## src/rtl/qct_pkg.sv

```systemverilog
package qct_pkg;
  localparam int DATA_W     = 32;
  localparam int PS_W       = 3;
  localparam int OFS_IEN    = 'h00;
  localparam int OFS_PEND   = 'h04;
  localparam int CH_BASE    = 'h10;
  localparam int CH_STRIDE  = 'h20;
  localparam int SUB_CTRL   = 'h00;
  localparam int SUB_IVL_LO = 'h04;
  localparam int SUB_IVL_HI = 'h08;
  localparam int SUB_CUR_LO = 'h0C;
  localparam int SUB_CUR_HI = 'h10;
  localparam int BIT_RUN    = 0;
  localparam int BIT_RELOAD = 1;
  localparam int BIT_PS_LO  = 4;
  localparam int BIT_MODE   = 7;

  typedef struct packed {
    logic            oneshot;
    logic [PS_W-1:0] psel;
    logic            run;
  } ctrl_t;

  function automatic logic [DATA_W-1:0] ctrl_word(ctrl_t c);
    logic [DATA_W-1:0] w;
    w                     = '0;
    w[BIT_RUN]            = c.run;
    w[BIT_PS_LO +: PS_W]  = c.psel;
    w[BIT_MODE]           = c.oneshot;
    return w;
  endfunction
endpackage

```

## src/rtl/qct_prescale.sv

```systemverilog
module qct_prescale
  import qct_pkg::*;
#(
  parameter int SEL_W = PS_W
) (
  input  logic             clk,
  input  logic             rst_n,
  input  logic             run,
  input  logic             restart,
  input  logic [SEL_W-1:0] sel,
  output logic             tick
);
  localparam int CW = (1 << SEL_W) - 1;

  logic [CW-1:0] cnt_q, cnt_d, mask;

  always_comb begin
    mask  = ~({CW{1'b1}} << sel);
    tick  = run && !restart && ((cnt_q & mask) == mask);
    cnt_d = (run && !restart) ? cnt_q + 1'b1 : '0;
  end

  always_ff @(posedge clk or negedge rst_n) begin
    if (!rst_n) cnt_q <= '0;
    else        cnt_q <= cnt_d;
  end
endmodule

```

## src/rtl/qct_channel.sv

```systemverilog
module qct_channel
  import qct_pkg::*;
#(
  parameter int CNT_W = 56
) (
  input  logic              clk,
  input  logic              rst_n,
  input  logic              ctrl_wr,
  input  logic              ivl_lo_wr,
  input  logic              ivl_hi_wr,
  input  logic [DATA_W-1:0] wdata,
  output ctrl_t             ctrl,
  output logic [CNT_W-1:0]  ivl,
  output logic [CNT_W-1:0]  cur,
  output logic              expire
);
  localparam int HI_W = CNT_W - DATA_W;

  ctrl_t            ctrl_q, ctrl_d;
  logic [CNT_W-1:0] ivl_q, ivl_d, cur_q, cur_d;
  logic             tick, at_zero, ctrl_ce, ivl_ce, cur_ce;

  qct_prescale #(.SEL_W(PS_W)) u_ps (
    .clk     (clk),
    .rst_n   (rst_n),
    .run     (ctrl_q.run),
    .restart (ctrl_wr),
    .sel     (ctrl_q.psel),
    .tick    (tick)
  );

  always_comb begin
    at_zero = (cur_q == '0);
    expire  = tick && at_zero;

    ctrl_d = ctrl_q;
    if (ctrl_wr) begin
      ctrl_d.run     = wdata[BIT_RUN];
      ctrl_d.psel    = wdata[BIT_PS_LO +: PS_W];
      ctrl_d.oneshot = wdata[BIT_MODE];
    end else if (expire && ctrl_q.oneshot) begin
      ctrl_d.run = 1'b0;
    end
    ctrl_ce = ctrl_wr || expire;

    ivl_d = ivl_q;
    if (ivl_lo_wr) ivl_d[DATA_W-1:0]     = wdata;
    if (ivl_hi_wr) ivl_d[CNT_W-1:DATA_W] = wdata[HI_W-1:0];
    ivl_ce = ivl_lo_wr || ivl_hi_wr;

    cur_d = cur_q;
    if (ctrl_wr && wdata[BIT_RELOAD]) cur_d = ivl_q;
    else if (tick && !at_zero)        cur_d = cur_q - 1'b1;
    else if (expire && !ctrl_q.oneshot) cur_d = ivl_q;
    cur_ce = (ctrl_wr && wdata[BIT_RELOAD]) || tick;
  end

  always_ff @(posedge clk or negedge rst_n) begin
    if (!rst_n) begin
      ctrl_q <= '0;
      ivl_q  <= '0;
      cur_q  <= '0;
    end else begin
      if (ctrl_ce) ctrl_q <= ctrl_d;
      if (ivl_ce)  ivl_q  <= ivl_d;
      if (cur_ce)  cur_q  <= cur_d;
    end
  end

  assign ctrl = ctrl_q;
  assign ivl  = ivl_q;
  assign cur  = cur_q;
endmodule

```

## src/rtl/qct_top.sv

```systemverilog
module qct_top
  import qct_pkg::*;
#(
  parameter int NCH    = 4,
  parameter int CNT_W  = 56,
  parameter int ADDR_W = 8
) (
  input  logic              clk,
  input  logic              rst_n,
  input  logic [ADDR_W-1:0] bus_addr,
  input  logic              bus_we,
  input  logic [DATA_W-1:0] bus_wdata,
  output logic [DATA_W-1:0] bus_rdata,
  output logic              irq
);
  localparam int HI_W = CNT_W - DATA_W;

  ctrl_t [NCH-1:0]            ctrl_v;
  logic  [NCH-1:0][CNT_W-1:0] ivl_v, cur_v;
  logic  [NCH-1:0]            expire_v, ctrl_wr_v, lo_wr_v, hi_wr_v, run_v;
  logic  [NCH-1:0]            ien_q, ien_d, pend_q, pend_d;
  logic                       ien_wr, pend_wr;

  assign ien_wr  = bus_we && (bus_addr == ADDR_W'(OFS_IEN));
  assign pend_wr = bus_we && (bus_addr == ADDR_W'(OFS_PEND));

  for (genvar ch = 0; ch < NCH; ch++) begin : g_ch
    localparam int BASE = CH_BASE + CH_STRIDE * ch;
    assign ctrl_wr_v[ch] = bus_we && (bus_addr == ADDR_W'(BASE + SUB_CTRL));
    assign lo_wr_v[ch]   = bus_we && (bus_addr == ADDR_W'(BASE + SUB_IVL_LO));
    assign hi_wr_v[ch]   = bus_we && (bus_addr == ADDR_W'(BASE + SUB_IVL_HI));
    assign run_v[ch]     = ctrl_v[ch].run;

    qct_channel #(.CNT_W(CNT_W)) u_chan (
      .clk       (clk),
      .rst_n     (rst_n),
      .ctrl_wr   (ctrl_wr_v[ch]),
      .ivl_lo_wr (lo_wr_v[ch]),
      .ivl_hi_wr (hi_wr_v[ch]),
      .wdata     (bus_wdata),
      .ctrl      (ctrl_v[ch]),
      .ivl       (ivl_v[ch]),
      .cur       (cur_v[ch]),
      .expire    (expire_v[ch])
    );
  end

  always_comb begin
    ien_d  = ien_wr ? bus_wdata[NCH-1:0] : ien_q;
    pend_d = pend_q;
    if (pend_wr) pend_d = pend_d & ~bus_wdata[NCH-1:0];
    pend_d = pend_d | expire_v;
  end

  always_ff @(posedge clk or negedge rst_n) begin
    if (!rst_n) begin
      ien_q  <= '0;
      pend_q <= '0;
    end else begin
      if (ien_wr) ien_q <= ien_d;
      pend_q <= pend_d;
    end
  end

  always_comb begin
    bus_rdata = '0;
    if (bus_addr == ADDR_W'(OFS_IEN))  bus_rdata[NCH-1:0] = ien_q;
    if (bus_addr == ADDR_W'(OFS_PEND)) bus_rdata[NCH-1:0] = pend_q;
    for (int c = 0; c < NCH; c++) begin
      if (bus_addr == ADDR_W'(CH_BASE + CH_STRIDE * c + SUB_CTRL))
        bus_rdata = ctrl_word(ctrl_v[c]);
      if (bus_addr == ADDR_W'(CH_BASE + CH_STRIDE * c + SUB_IVL_LO))
        bus_rdata = ivl_v[c][DATA_W-1:0];
      if (bus_addr == ADDR_W'(CH_BASE + CH_STRIDE * c + SUB_IVL_HI))
        bus_rdata = DATA_W'(ivl_v[c][CNT_W-1:DATA_W]);
      if (bus_addr == ADDR_W'(CH_BASE + CH_STRIDE * c + SUB_CUR_LO))
        bus_rdata = cur_v[c][DATA_W-1:0];
      if (bus_addr == ADDR_W'(CH_BASE + CH_STRIDE * c + SUB_CUR_HI))
        bus_rdata = DATA_W'(cur_v[c][CNT_W-1:DATA_W]);
    end
  end

  assign irq = |(pend_q & ien_q);
endmodule

```

## config.mk

```make
export PLATFORM = sky130hd
export DESIGN_NAME = qct_top
export DESIGN_NICKNAME = d
export VERILOG_FILES = /design/src/rtl/qct_pkg.sv /design/src/rtl/qct_prescale.sv /design/src/rtl/qct_channel.sv /design/src/rtl/qct_top.sv
export SDC_FILE = /design/constraint.sdc
export NUM_CORES = 1
export LEC_CHECK = 0
export ABC_CLOCK_PERIOD_IN_PS = 7500
export CORE_MARGIN = 2
export CORE_UTILIZATION = 50
export CTS_CLUSTER_DIAMETER = 80
export DETAILED_ROUTE_END_ITERATION = 10
export PLACE_DENSITY = 0.69
export REMOVE_ABC_BUFFERS = 1
export SYNTH_ARGS = -nofsm -noshare
export SYNTH_HDL_FRONTEND = slang
export SYNTH_SLANG_ARGS = --single-unit
```

## constraint.sdc

```tcl
create_clock -name clk -period 7.5 [get_ports clk]
set_input_delay 1.875 -clock clk [delete_from_list [all_inputs] [get_ports clk]]
set_output_delay 1.875 -clock clk [all_outputs]
set_load 0.05 [all_outputs]
```

### Word level (Yosys, flattened, before mapping)

Cells that the tools add are included.

* bits in registers: 504
* input bits: 43
* output and inout port bits: 33
* word-level logic and storage cells: 226

* add/subtract/negate cells: 8
* eq/ne operators: 25
* shift-type cells: 4
* multiplexer cells: 47
* bitwise gates (word level): 12
* reduce and logical (&&, ||, !) cells: 100

Operators with widths (number)
* two-way mux 56 bit: 12
* two-way mux 32 bit: 19
* zero test 56 bit: 4
* subtractor 56 x 1 -> 56 bit, second input constant: 4
* equality test 8 x 7 -> 1 bit, second input constant: 10
* logical AND 1 bit: 42
* equality test 8 x 6 -> 1 bit, second input constant: 5
* AND reduction 2 bit: 20
* equality test 8 x 5 -> 1 bit, second input constant: 4
* adder 7 x 1 -> 7 bit, second input constant: 4
* bitwise AND 7 bit: 4
* equality test 7 bit: 4
* two-way mux 7 bit: 4
* inverter 7 bit: 4
* left shift 7 x 3 -> 7 bit, first input constant: 4
* zero test 1 bit: 12
* logical OR 1 bit: 12
* two-way mux 4 bit: 3
* nonzero test 3 bit: 4
* bitwise AND 4 bit: 2
* equality test 8 x 3 -> 1 bit, second input constant: 1
* equality test 8 bit, second input constant: 1
* zero test 8 bit: 1
* two-way mux 1 bit: 8
* other kinds (5): 8

### Depth between registers and ports, before layout

Gate-level depths: netlist (run 1).

* depth in word-level cells: 23
* mapped depth: 13
* mapped depth without buffers: 9

### Modules after synthesis

From an unflattened synthesis (run 1), not the netlist that was laid out.

* cell total of the unflattened synthesis: 3505
* area total of the unflattened synthesis: 32118.3 µm²

By module, submodules not included
* qct_channel at g_ch[0].u_chan ...: instances 2, cells an instance 612, area an instance 6351.1 µm²
* qct_channel at g_ch[2].u_chan ...: instances 2, cells an instance 608, area an instance 6236.0 µm²
* qct_top: instances 1, cells an instance 901, area an instance 5502.8 µm²
* qct_prescale: instances 4, cells an instance 41, area an instance 360.3 µm²

### Worst setup path after synthesis (run 1)

No wires, ideal clock.

* path kind: input port to output port
* from: input bus_addr[1]
* to: output bus_rdata[12]
* data arrival time: 5330 ps
* data required time: 5625 ps
* path slack: 295 ps
* stages: 9
* path buffers: 3
* path through: buf_2 or4_1 buf_2 nor3_1 clkbuf_1 a21oi_1 a21oi_1 nor2_1 o41ai_1

* cells in the longest elaborated chain, start to end: 20

Ends and longest elaborated chain
* from (decl): line qct_top.sv:10 `input logic [ADDR_W-1:0] bus_addr,`
* equality test 8 x 5 -> 1 bit: line qct_top.sv:72 `if (bus_addr == ADDR_W'(CH_BASE + CH_STRIDE * c + SUB_IVL_LO))`
* two-way mux 32 bit: line qct_top.sv:72
* two-way mux 32 bit: line qct_top.sv:74 `if (bus_addr == ADDR_W'(CH_BASE + CH_STRIDE * c + SUB_IVL_HI))`
* two-way mux 32 bit: line qct_top.sv:76 `if (bus_addr == ADDR_W'(CH_BASE + CH_STRIDE * c + SUB_CUR_LO))`
* two-way mux 32 bit: line qct_top.sv:78 `if (bus_addr == ADDR_W'(CH_BASE + CH_STRIDE * c + SUB_CUR_HI))`
* two-way mux 32 bit: line qct_top.sv:70 `if (bus_addr == ADDR_W'(CH_BASE + CH_STRIDE * c + SUB_CTRL))`
* two-way mux 32 bit: line qct_top.sv:72
* two-way mux 32 bit: line qct_top.sv:74
* [4 not listed]
* two-way mux 32 bit: line qct_top.sv:74
* two-way mux 32 bit: line qct_top.sv:76
* two-way mux 32 bit: line qct_top.sv:78
* two-way mux 32 bit: line qct_top.sv:70
* two-way mux 32 bit: line qct_top.sv:72
* two-way mux 32 bit: line qct_top.sv:74
* two-way mux 32 bit: line qct_top.sv:76
* two-way mux 32 bit *: line qct_top.sv:78
* to (decl): line qct_top.sv:13 `output logic [DATA_W-1:0] bus_rdata,`

Every way passes the cells marked *; elsewhere a longest branch is shown, timed or not.

### Worst setup path after layout (run 1)

* from: input bus_addr[5]
* to: output bus_rdata[4]

* cells in the longest elaborated chain, start to end: 21

Ends and longest elaborated chain (line)
* equality test 8 x 5 -> 1 bit: qct_top.sv:70
* two-way mux 8 bit: qct_top.sv:70
* two-way mux 32 bit: qct_top.sv:72
* two-way mux 32 bit: qct_top.sv:74
* two-way mux 32 bit: qct_top.sv:76
* two-way mux 32 bit: qct_top.sv:78
* two-way mux 32 bit: qct_top.sv:70
* two-way mux 32 bit: qct_top.sv:72
* [5 not listed]
* two-way mux 32 bit: qct_top.sv:74
* two-way mux 32 bit: qct_top.sv:76
* two-way mux 32 bit: qct_top.sv:78
* two-way mux 32 bit: qct_top.sv:70
* two-way mux 32 bit: qct_top.sv:72
* two-way mux 32 bit: qct_top.sv:74
* two-way mux 32 bit: qct_top.sv:76
* two-way mux 32 bit *: qct_top.sv:78

Marked as above.

==> parameters.txt, run 1 <==
Parameter                              Value

Global routing
  Layer with the highest usage ... met2
  Pin count of the biggest net entering global routing ... 145
  Met3 GRT Util ... 0.06805
  M1 GR Usage ... 0.4925
  Wire length of the first global-routing pass ... 164,800 microns
  Total GRT Usage ... 0.3552
  Via count of the first global-routing pass ... 26,040
  Initial antenna violation count ... 1
  Overall overflow remaining after global route ... 0
  Met2 global-route usage ... 0.5439

Logic synthesis
  Share of flip-flops with an asynchronous set or reset ... 1.000
  Number of warnings reported in the yosys synthesis log ... 0
  EDFF count, synth ... 0
  Part of the Yosys area used for sequential elements ... 0.4282
  Area fraction of the dominant cell type after synthesis ... 0.4282
  Leading cell types by total area after synthesis ... dfrtp_1, mux2_2, o21ai_0
  Number of instances in the synthesized netlist ... 3,206
  #FFs+latches synth ... 504
  Distinct cell type count after synthesis ... 90
  Post-Syn Area ... 0.02945 sq mm
  Syn avg cell area ... 9.186 sq um
  Main flop type after synthesis ... dfrtp_1
  Library cell with the largest summed area after synthesis ... dfrtp_1

Timing
  Maximum operating frequency ... 137.8 MHz
  Worst max-slew margin expressed relative to the limit ... 0.08721
  Worst hold slack ... 508.2 ps
  Final count of pins violating max slew ... 0
  Period utilisation layout ... 0.9672
  Final setup violation count ... 0
  Fin crit period ... 7254 ps
  Hold Violations, Final ... 0
  Post-route worst setup slack ... 245.7 ps
  Setup repair after global routing missed its margin ... false
  Largest clock skew in the final design ... 20.54 ps
  Worst-Margin Slew ... 1366 ps

Pwr
  VDD IR-drop max ... 0.2340 mV
  PwrDens ... 253.5 mW/mm^2
  Static Leakage ... 13.98 nW
  Overall power ... 8.444 mW

Flow run
  # Max-Cap Violations ... 0

Worst setup path
  Crit path max fanout ... 13
  Crit path capture type ... output port
  R2r startpoint ... g_ch[3].u_chan.cur[26]
  Startpoint of the most critical setup path ... bus_addr[5]
  Critical path's largest stage delay ... 850 ps
  Ordered cell list for the critical path ... clkdlybuf4s50_1, or4b_2, nor2_1, a222oi_1, a2111oi_0, o21ai_0, a21oi_1, buf_12
  Cell at the slowest stage of the critical path ... or4b_2
  Arrival @ worst endpoint ... 5380 ps
  Category of the most critical setup path ... in2out
  Kind of launch point of the worst setup path ... primary input
  Data required time at the worst endpoint ... 5620 ps

Clock network
  # hold bufs at CTS ... 0
  CTS tree ... built
  Maximum root-to-sink buffer count ... 3
  CTS H-tree depth ... 2
  Post-cts sizing count ... 0
  Clock transition at path regs ... 60 ps
  Number of buffers created by CTS ... 58
  Clock net sink count ... 504
  Number of buffers added for setup after CTS ... 0
  Root cell of the clock tree ... clkbuf_16
  Clock latency of the later-clocked register in the worst-skew pair ... 630 ps

Cells and area
  Final cell utilization of the core ... 0.5752
  Layout filler cell count ... 5,146
  Area added between synthesis and finish ... 13.11%
  Ratio of cells with drive above 1 in the final layout ... 0.1695
  Antenna fix cells ... 0
  Fin nets ... 3,254

Placement
  Count of buffers from port buffering ... 75
  Estimated wirelength of the detail-placed design ... 78,830 microns
  Weighted congestion reported at the end of routability-driven placement ... 0.9974
  Minimum setup slack after placement ... 400.1 ps

Route
  Routed length per placed instance ... 27.08 microns
  Post-DR vias/cell ... 6.892
  Post-route DRC violation count ... 0
  Antenna-violating nets left ... 0
  Number of vias after detailed routing ... 27,630
  DRC marker count from the first detailed-route iteration ... 3,435
  Number of search-and-repair iterations in the first detailed-routing pass ... 9
  Routed wire length ... 108,600 microns

Floorplanning
  Starting density of the core ... 0.5085
  Die Footprint ... 0.06086 sq mm
  Chip Width ... 246.7 microns
  Overall die height ... 246.7 microns
  Area of the core region ... 0.05792 sq mm
  Count of boundary I/O pins ... 76
  FP Rows ... 88

Outcome
  Result of the run ... complete, no violations

Min path
  Hold Path Origin ... g_ch[2].u_chan.ivl[55]
  Type of the tightest min-delay check ... reg2reg
-- power by group --
group | total [mW] | internal (mW) | leakage, nW | switching (mW)
clock network | 3.06 | 1.86 | 1.01 | 1.20
logic | 1.69 | 0.613 | 6.19 | 1.08
registers | 3.69 | 3.07 | 6.79 | 0.617
-- final timing paths --
kind | slack (ps) | depth (start not counted) | endpoint
min in group asynchronous | 1220 | 1 | g_ch[3].u_chan.ivl[1]
hold reg to reg | 510 | 2 | g_ch[2].u_chan.cur[55]
hold / removal | 510 | 2 | g_ch[2].u_chan.cur[55]
setup / recovery | 250 | 8 | bus_rdata[4]
max in group asynchronous | 4850 | 2 | g_ch[3].u_chan.ivl[54]
setup reg to reg | 2960 | 7 | g_ch[3].u_chan.cur[55]
-- cell families after synthesis --
| kind of cell | count (synthesis) | share of synthesized area |
|---|---|---|
| simple gates | 1009 | 0.1757 |
| fa+ha+maj | 12 | 0.005098 |
| buf+inv | 306 | 0.04074 |
| compound gates | 1018 | 0.2188 |
| xor+xnor | 20 | 0.005948 |
| flops | 504 | 0.4282 |
| mux | 337 | 0.1255 |
-- per-stage QoR --
stage	std cells	instance area [sq um]	setup TNS (ps)
after global routing	4009	33310	0
after detailed placement	3904	31260	0
after global placement	3904	31260	0
final	4009	33310	0
after floorplan	2973	28520	-410.7
after CTS	4009	33310	0
-- synth_stat cells, types with 12 or more instances --
master	n
a211oi_1	17
a21o_1	13
a21oi_1	273
a221o_1	54
a221oi_1	21
a222oi_1	22
a22o_1	19
a22oi_1	42
a31oi_1	18
and2_1	15
and3_1	13
buf_1	19
buf_2	38
clkbuf_1	175
dfrtp_1	504
ha_1	12
inv_1	73
mux2_2	259
mux2i_1	78
nand2_1	205
nand2b_1	16
nand3_1	75
nand4_1	34
nor2_1	274
nor2b_1	12
nor3_1	123
nor4_1	73
o21a_1	12
o21ai_0	342
o22a_1	13
o22ai_1	37
o2bb2ai_1	35
or2_2	17
or3_1	39
or4_1	36
xor2_1	16
-- sequential cells by signal (all words and copies together) (netlist names) --
| name | cells |
|---|---|
| g_ch.u_chan.ivl | 224 |
| g_ch.u_chan.u_ps.cnt_q | 28 |
| g_ch.u_chan.ctrl | 20 |
| g_ch.u_chan.cur | 224 |
| ien_q | 4 |
| pend_q | 4 |
-- final cells by class --
type | instances | area (sq um) | share of cell area
Clock buffer | 78 | 1668 | 0.05007
Clock inverter | 27 | 381.6 | 0.01146
Inverter | 73 | 274.0 | 0.008226
Multi-Input combinational cell | 2396 | 15780 | 0.4737
Sequential cell | 504 | 12610 | 0.3786
Tap cell | 765 | 957.2 | 0.02873
Timing Repair Buffer | 166 | 1639 | 0.04920
-- critical path, delay by kind of cell --
family,cells,cell delay [ps]
AO/OA/AOI/OAI,4,1490
buffers and inverters,2,830
AND/OR/NAND/NOR,2,1170
-- placed cells by master (no fill, tap or decap), types with 17 or more instances in the layout --
master	n
a211oi_1	17
a21oi_1	272
a221o_1	54
a221oi_1	21
a222oi_1	22
a22o_1	19
a22oi_1	41
a31oi_1	18
buf_12	23
buf_4	101
clkbuf_16	59
clkdlybuf4s50_1	40
dfrtp_1	504
inv_1	73
mux2_2	259
mux2i_1	78
nand2_1	205
nand3_1	74
nand4_1	34
nor2_1	272
nor3_1	119
nor4_1	72
o21ai_0	342
o22ai_1	37
o2bb2ai_1	34
or2_2	17
or3_1	39
or4_1	36
-- metal layers --
| layer | routed length [microns] | share of wire |
|---|---|---|
| met1 | 44510 | 0.41 |
| met2 | 48460 | 0.45 |
| met3 | 10630 | 0.098 |
| met4 | 4983 | 0.046 |
| met5 | 0 | 0 |
(Power assumes the default switching activity.)
==> run 2: changes to the inputs <==
--- a/config.mk
+++ b/config.mk
@@ -5,10 +5,12 @@
 export SDC_FILE = /design/constraint.sdc
 export NUM_CORES = 1
 export LEC_CHECK = 0
+export ABC_AREA = 1
 export ABC_CLOCK_PERIOD_IN_PS = 7500
 export CORE_MARGIN = 2
 export CORE_UTILIZATION = 50
 export CTS_CLUSTER_DIAMETER = 80
+export CTS_CLUSTER_SIZE = 20
 export DETAILED_ROUTE_END_ITERATION = 10
 export PLACE_DENSITY = 0.69
 export REMOVE_ABC_BUFFERS = 1
==> parameters.txt, run 2 <==
Parameter                              Value

Timing
  Worst max-slew margin expressed relative to the limit ... 0.2464 (was 0.08721)
  Hold Violations, Final ... 0 (unchanged)
  Setup repair after global routing missed its margin ... false (unchanged)
  Final count of pins violating max slew ... 0 (unchanged)
  Maximum operating frequency ... 142.2 MHz (was 137.8 MHz)
  Worst-Margin Slew ... 1126 ps (was 1366 ps)
  Largest clock skew in the final design ... 34.41 ps (was 20.54 ps)
  Worst hold slack ... 493.5 ps (was 508.2 ps)
  Period utilisation layout ... 0.9376 (was 0.9672)
  Setup TNS Final ... 0 ps (unchanged)
  Final setup violation count ... 0 (unchanged)
  Fin crit period ... 7032 ps (was 7254 ps)

Global routing
  Wire length of the first global-routing pass ... 165,000 microns (was 164,800 microns)
  Total GRT Usage ... 0.3391 (was 0.3552)
  Initial antenna violation count ... 1 (unchanged)
  Overall overflow remaining after global route ... 0 (unchanged)
  Pin count of the biggest net entering global routing ... 125 (was 145)
  Via count of the first global-routing pass ... 26,870 (was 26,040)

Clock network
  Clock latency of the later-clocked register in the worst-skew pair ... 600 ps (was 630 ps)
  Root cell of the clock tree ... clkbuf_16 (unchanged)
  Number of buffers added for setup after CTS ... 0 (unchanged)
  Post-cts sizing count ... 0 (unchanged)
  CTS H-tree depth ... 2 (unchanged)
  Clock net sink count ... 504 (unchanged)
  Maximum root-to-sink buffer count ... 3 (unchanged)
  Clock transition at path regs ... 80 ps (was 60 ps)
  Number of buffers created by CTS ... 35 (was 58)
  CTS tree ... built (unchanged)
  # hold bufs at CTS ... 0 (unchanged)

Logic synthesis
  Share of flip-flops with an asynchronous set or reset ... 1.000 (unchanged)
  Number of warnings reported in the yosys synthesis log ... 0 (unchanged)
  Main flop type after synthesis ... dfrtp_1 (unchanged)
  Distinct cell type count after synthesis ... 65 (was 90)
  Post-Syn Area ... 0.03069 sq mm (was 0.02945 sq mm)
  Post-Synth XOR/XNOR Area ... 0.04167 (was 0.005948)
  Compound-Gate Fraction of Synth Area ... 0.1757 (was 0.2188)
  Area fraction of the dominant cell type after synthesis ... 0.4110 (was 0.4282)
  Mux cell area share after synthesis ... 0.0003669 (was 0.1255)
  Synth cell count leaders ... nand2_1, nor2_1, dfrtp_1 (was dfrtp_1, o21ai_0, nor2_1)
  Post-Synth Simple-Gate Area ... 0.2757 (was 0.1757)
  Adder-cell share of the synthesized area ... 0.004893 (was 0.005098)
  #FFs+latches synth ... 504 (unchanged)
  Number of instances in the synthesized netlist ... 4,320 (was 3,206)
  EDFF count, synth ... 0 (unchanged)
  Dominant combinational cell family by area after synthesis ... simple AND/OR/NAND/NOR gates (was compound AO/OA/AOI/OAI gates)
  Leading cell types by total area after synthesis ... dfrtp_1, nand2_1, o21ai_0 (was dfrtp_1, mux2_2, o21ai_0)
  Part of the Yosys area used for sequential elements ... 0.4110 (was 0.4282)
  Cell with the most instances after synthesis ... nand2_1 (was dfrtp_1)
  Syn avg cell area ... 7.104 sq um (was 9.186 sq um)
  Library cell with the largest summed area after synthesis ... dfrtp_1 (unchanged)

Worst setup path
  Arrival @ worst endpoint ... 5160 ps (was 5380 ps)
  Category of the most critical setup path ... in2out (unchanged)
  Startpoint of the most critical setup path ... bus_addr[6] (was bus_addr[5])
  Worst R2R Path Depth ... 15 (was 7)
  Worst reg2reg setup slack ... 3610 ps (was 2960 ps)
  Crit path max fanout ... 19 (was 13)
  R2r startpoint ... g_ch[1].u_chan.cur[21] (was g_ch[3].u_chan.cur[26])
  R2r endpoint ... g_ch[1].u_chan.cur[28] (was g_ch[3].u_chan.cur[55])
  Data required time at the worst endpoint ... 5620 ps (about the same)
  Crit path capture type ... output port (unchanged)
  Kind of launch point of the worst setup path ... primary input (unchanged)

Cells and area
  Number of non-filler instances in the completed layout ... 5,080 (was 4,009)
  Area added between synthesis and finish ... 8.012% (was 13.11%)
  Design Area, Final ... 0.03315 sq mm (was 0.03331 sq mm)
  Most frequent cells in the layout ... nand2_1, nor2_1, dfrtp_1 (was dfrtp_1, o21ai_0, nor2_1, a21oi_1, mux2_2)
  Total area of multi-input combinational cells ... 0.01536 sq mm (was 0.01578 sq mm)
  Ratio of cells with drive above 1 in the final layout ... 0.05863 (was 0.1695)
  Fin nets ... 4,338 (was 3,254)
  Layout filler cell count ... 5,872 (was 5,146)
  Antenna fix cells ... 0 (unchanged)
  Storage element area ... 0.01261 sq mm (unchanged)
  Most frequent standard cell in the layout excluding fill and tap cells ... nand2_1 (was dfrtp_1)

Placement
  Cell total after placement ... 5,028 (was 3,904)
  Cell area after placement ... 0.03206 sq mm (was 0.03126 sq mm)
  Estimated wirelength of the detail-placed design ... 78,930 microns (was 78,830 microns)
  Count of buffers from port buffering ... 75 (unchanged)
  Weighted congestion reported at the end of routability-driven placement ... 0.9932 (was 0.9974)

Pwr
  Internal Pwr Total ... 5.127 mW (was 5.545 mW)
  Overall power ... 8.967 mW (was 8.444 mW)
  PwrDens ... 270.5 mW/mm^2 (was 253.5 mW/mm^2)
  Static Leakage ... 15.02 nW (was 13.98 nW)
  VDD IR-drop max ... 0.1522 mV (was 0.2340 mV)
  Clock share of power ... 0.226 (was 0.363)
  Fraction of power spent switching nets ... 0.4282 (was 0.3433)
  Proportion of power drawn by combinational gates ... 0.326 (was 0.200)
  Sequential cell fraction of total power ... 0.447 (was 0.437)
  P_sw ... 3.840 mW (was 2.899 mW)

Floorplanning
  Overall die height ... 251.7 microns (was 246.7 microns)
  Count of boundary I/O pins ... 76 (unchanged)
  FP Rows ... 90 (was 88)
  Die Footprint ... 0.06337 sq mm (was 0.06086 sq mm)
  Chip Width ... 251.7 microns (was 246.7 microns)
  Starting density of the core ... 0.5075 (was 0.5085)
  Area of the core region ... 0.06047 sq mm (was 0.05792 sq mm)

Min path
  Hold endpoint ... g_ch[2].u_chan.ivl[20] (was g_ch[2].u_chan.cur[55])
  Cell depth of the worst hold path ... 2 (unchanged)
  Hold Path Origin ... g_ch[2].u_chan.ivl[20] (was g_ch[2].u_chan.ivl[55])
  Type of the tightest min-delay check ... reg2reg (unchanged)

Route
  Routed wire length ... 107,800 microns (was 108,600 microns)
  Antenna-violating nets left ... 0 (unchanged)
  Number of vias after detailed routing ... 29,890 (was 27,630)
  Post-route DRC violation count ... 0 (unchanged)
  Routed length per placed instance ... 21.23 microns (was 27.08 microns)
  Post-DR vias/cell ... 5.884 (was 6.892)
  DRC marker count from the first detailed-route iteration ... 3,958 (was 3,435)
  Number of search-and-repair iterations in the first detailed-routing pass ... 6 (was 9)

Outcome
  Result of the run ... complete, no violations (unchanged)

Flow run
  # Max-Cap Violations ... 0 (unchanged)
run 2: cell count changes after synthesis, sizes merged, moves of 54 or more:
cell    delta
o21ai    +216
o22ai     +77
nand3     +69
inv      +428
nor2     +278
xor2     +119
nor4      -54
nand2    +909
mux2     -258
a21oi    -145
mux2i     -78
nor3      -65
a221o     -54
clkbuf    -68
run 2: worst max-delay path: stages:
cell,delay [ps]
clkdlybuf4s50_1,490
nor2_1,200
nand3_1,220
nor2_1,710
inv_2,390
o21ai_0,170
nor2_1,60
o2111ai_1,160
nand2_1,110
nand3_1,80
o21ai_0,170
nand4_1,160
nand2_1,60
nand3_1,130
buf_12,160
run 2: worst max-delay path by stage:
stage / to
finish: bus_rdata[4]
CTS: bus_rdata[10]
global route: bus_rdata[10]
global placement: bus_rdata[10]
floorplan: bus_rdata[28]
detailed placement: bus_rdata[10]
run 2: routing by layer:
metal / part of all wire / GRT usage
met5: 0 / 0
met4: 0.025 / 0.08793
met3: 0.10 / 0.05334
met2: 0.41 / 0.4748
met1: 0.46 / 0.5387
run 2: cell families after synthesis:
logic type | after synthesis
AO/OA/AOI/OAI | 959
XOR/XNOR | 146
adder cells (fa/ha/maj) | 12
buffers and inverters | 696
flip-flops | 504
multiplexers | 1
AND/OR/NAND/NOR | 2002
run 2: area by class of cell:
class / instances / area share
multi-input cells: 3120 / 0.4634
repair buffers: 120 / 0.03699
well taps: 782 / 0.02952
clock buffers: 39 / 0.02816
clock inverters: 13 / 0.004492
flip-flops and latches: 504 / 0.3805
inverters: 502 / 0.05692
run 2: metrics by stage:
step / util / setup WS (ps)
finish: 0.5481 / 467.7
global route: 0.5481 / 276.4
CTS: 0.5481 / 573.7
detailed placement: 0.5303 / 586.2
global placement: 0.5303 / 635.9
floorplan: - / 1291
run 2: power by group through the flow:
stage               Combinational [mW]  Clock, mW  Sequential [mW]
finish                            2.93       2.03             4.01
global route                      3.27       2.13             4.07
CTS                               2.85       2.05             3.98
detailed placement                2.83          0             4.02
global placement                  2.80          0             4.03
floorplan                         2.10          0             3.75
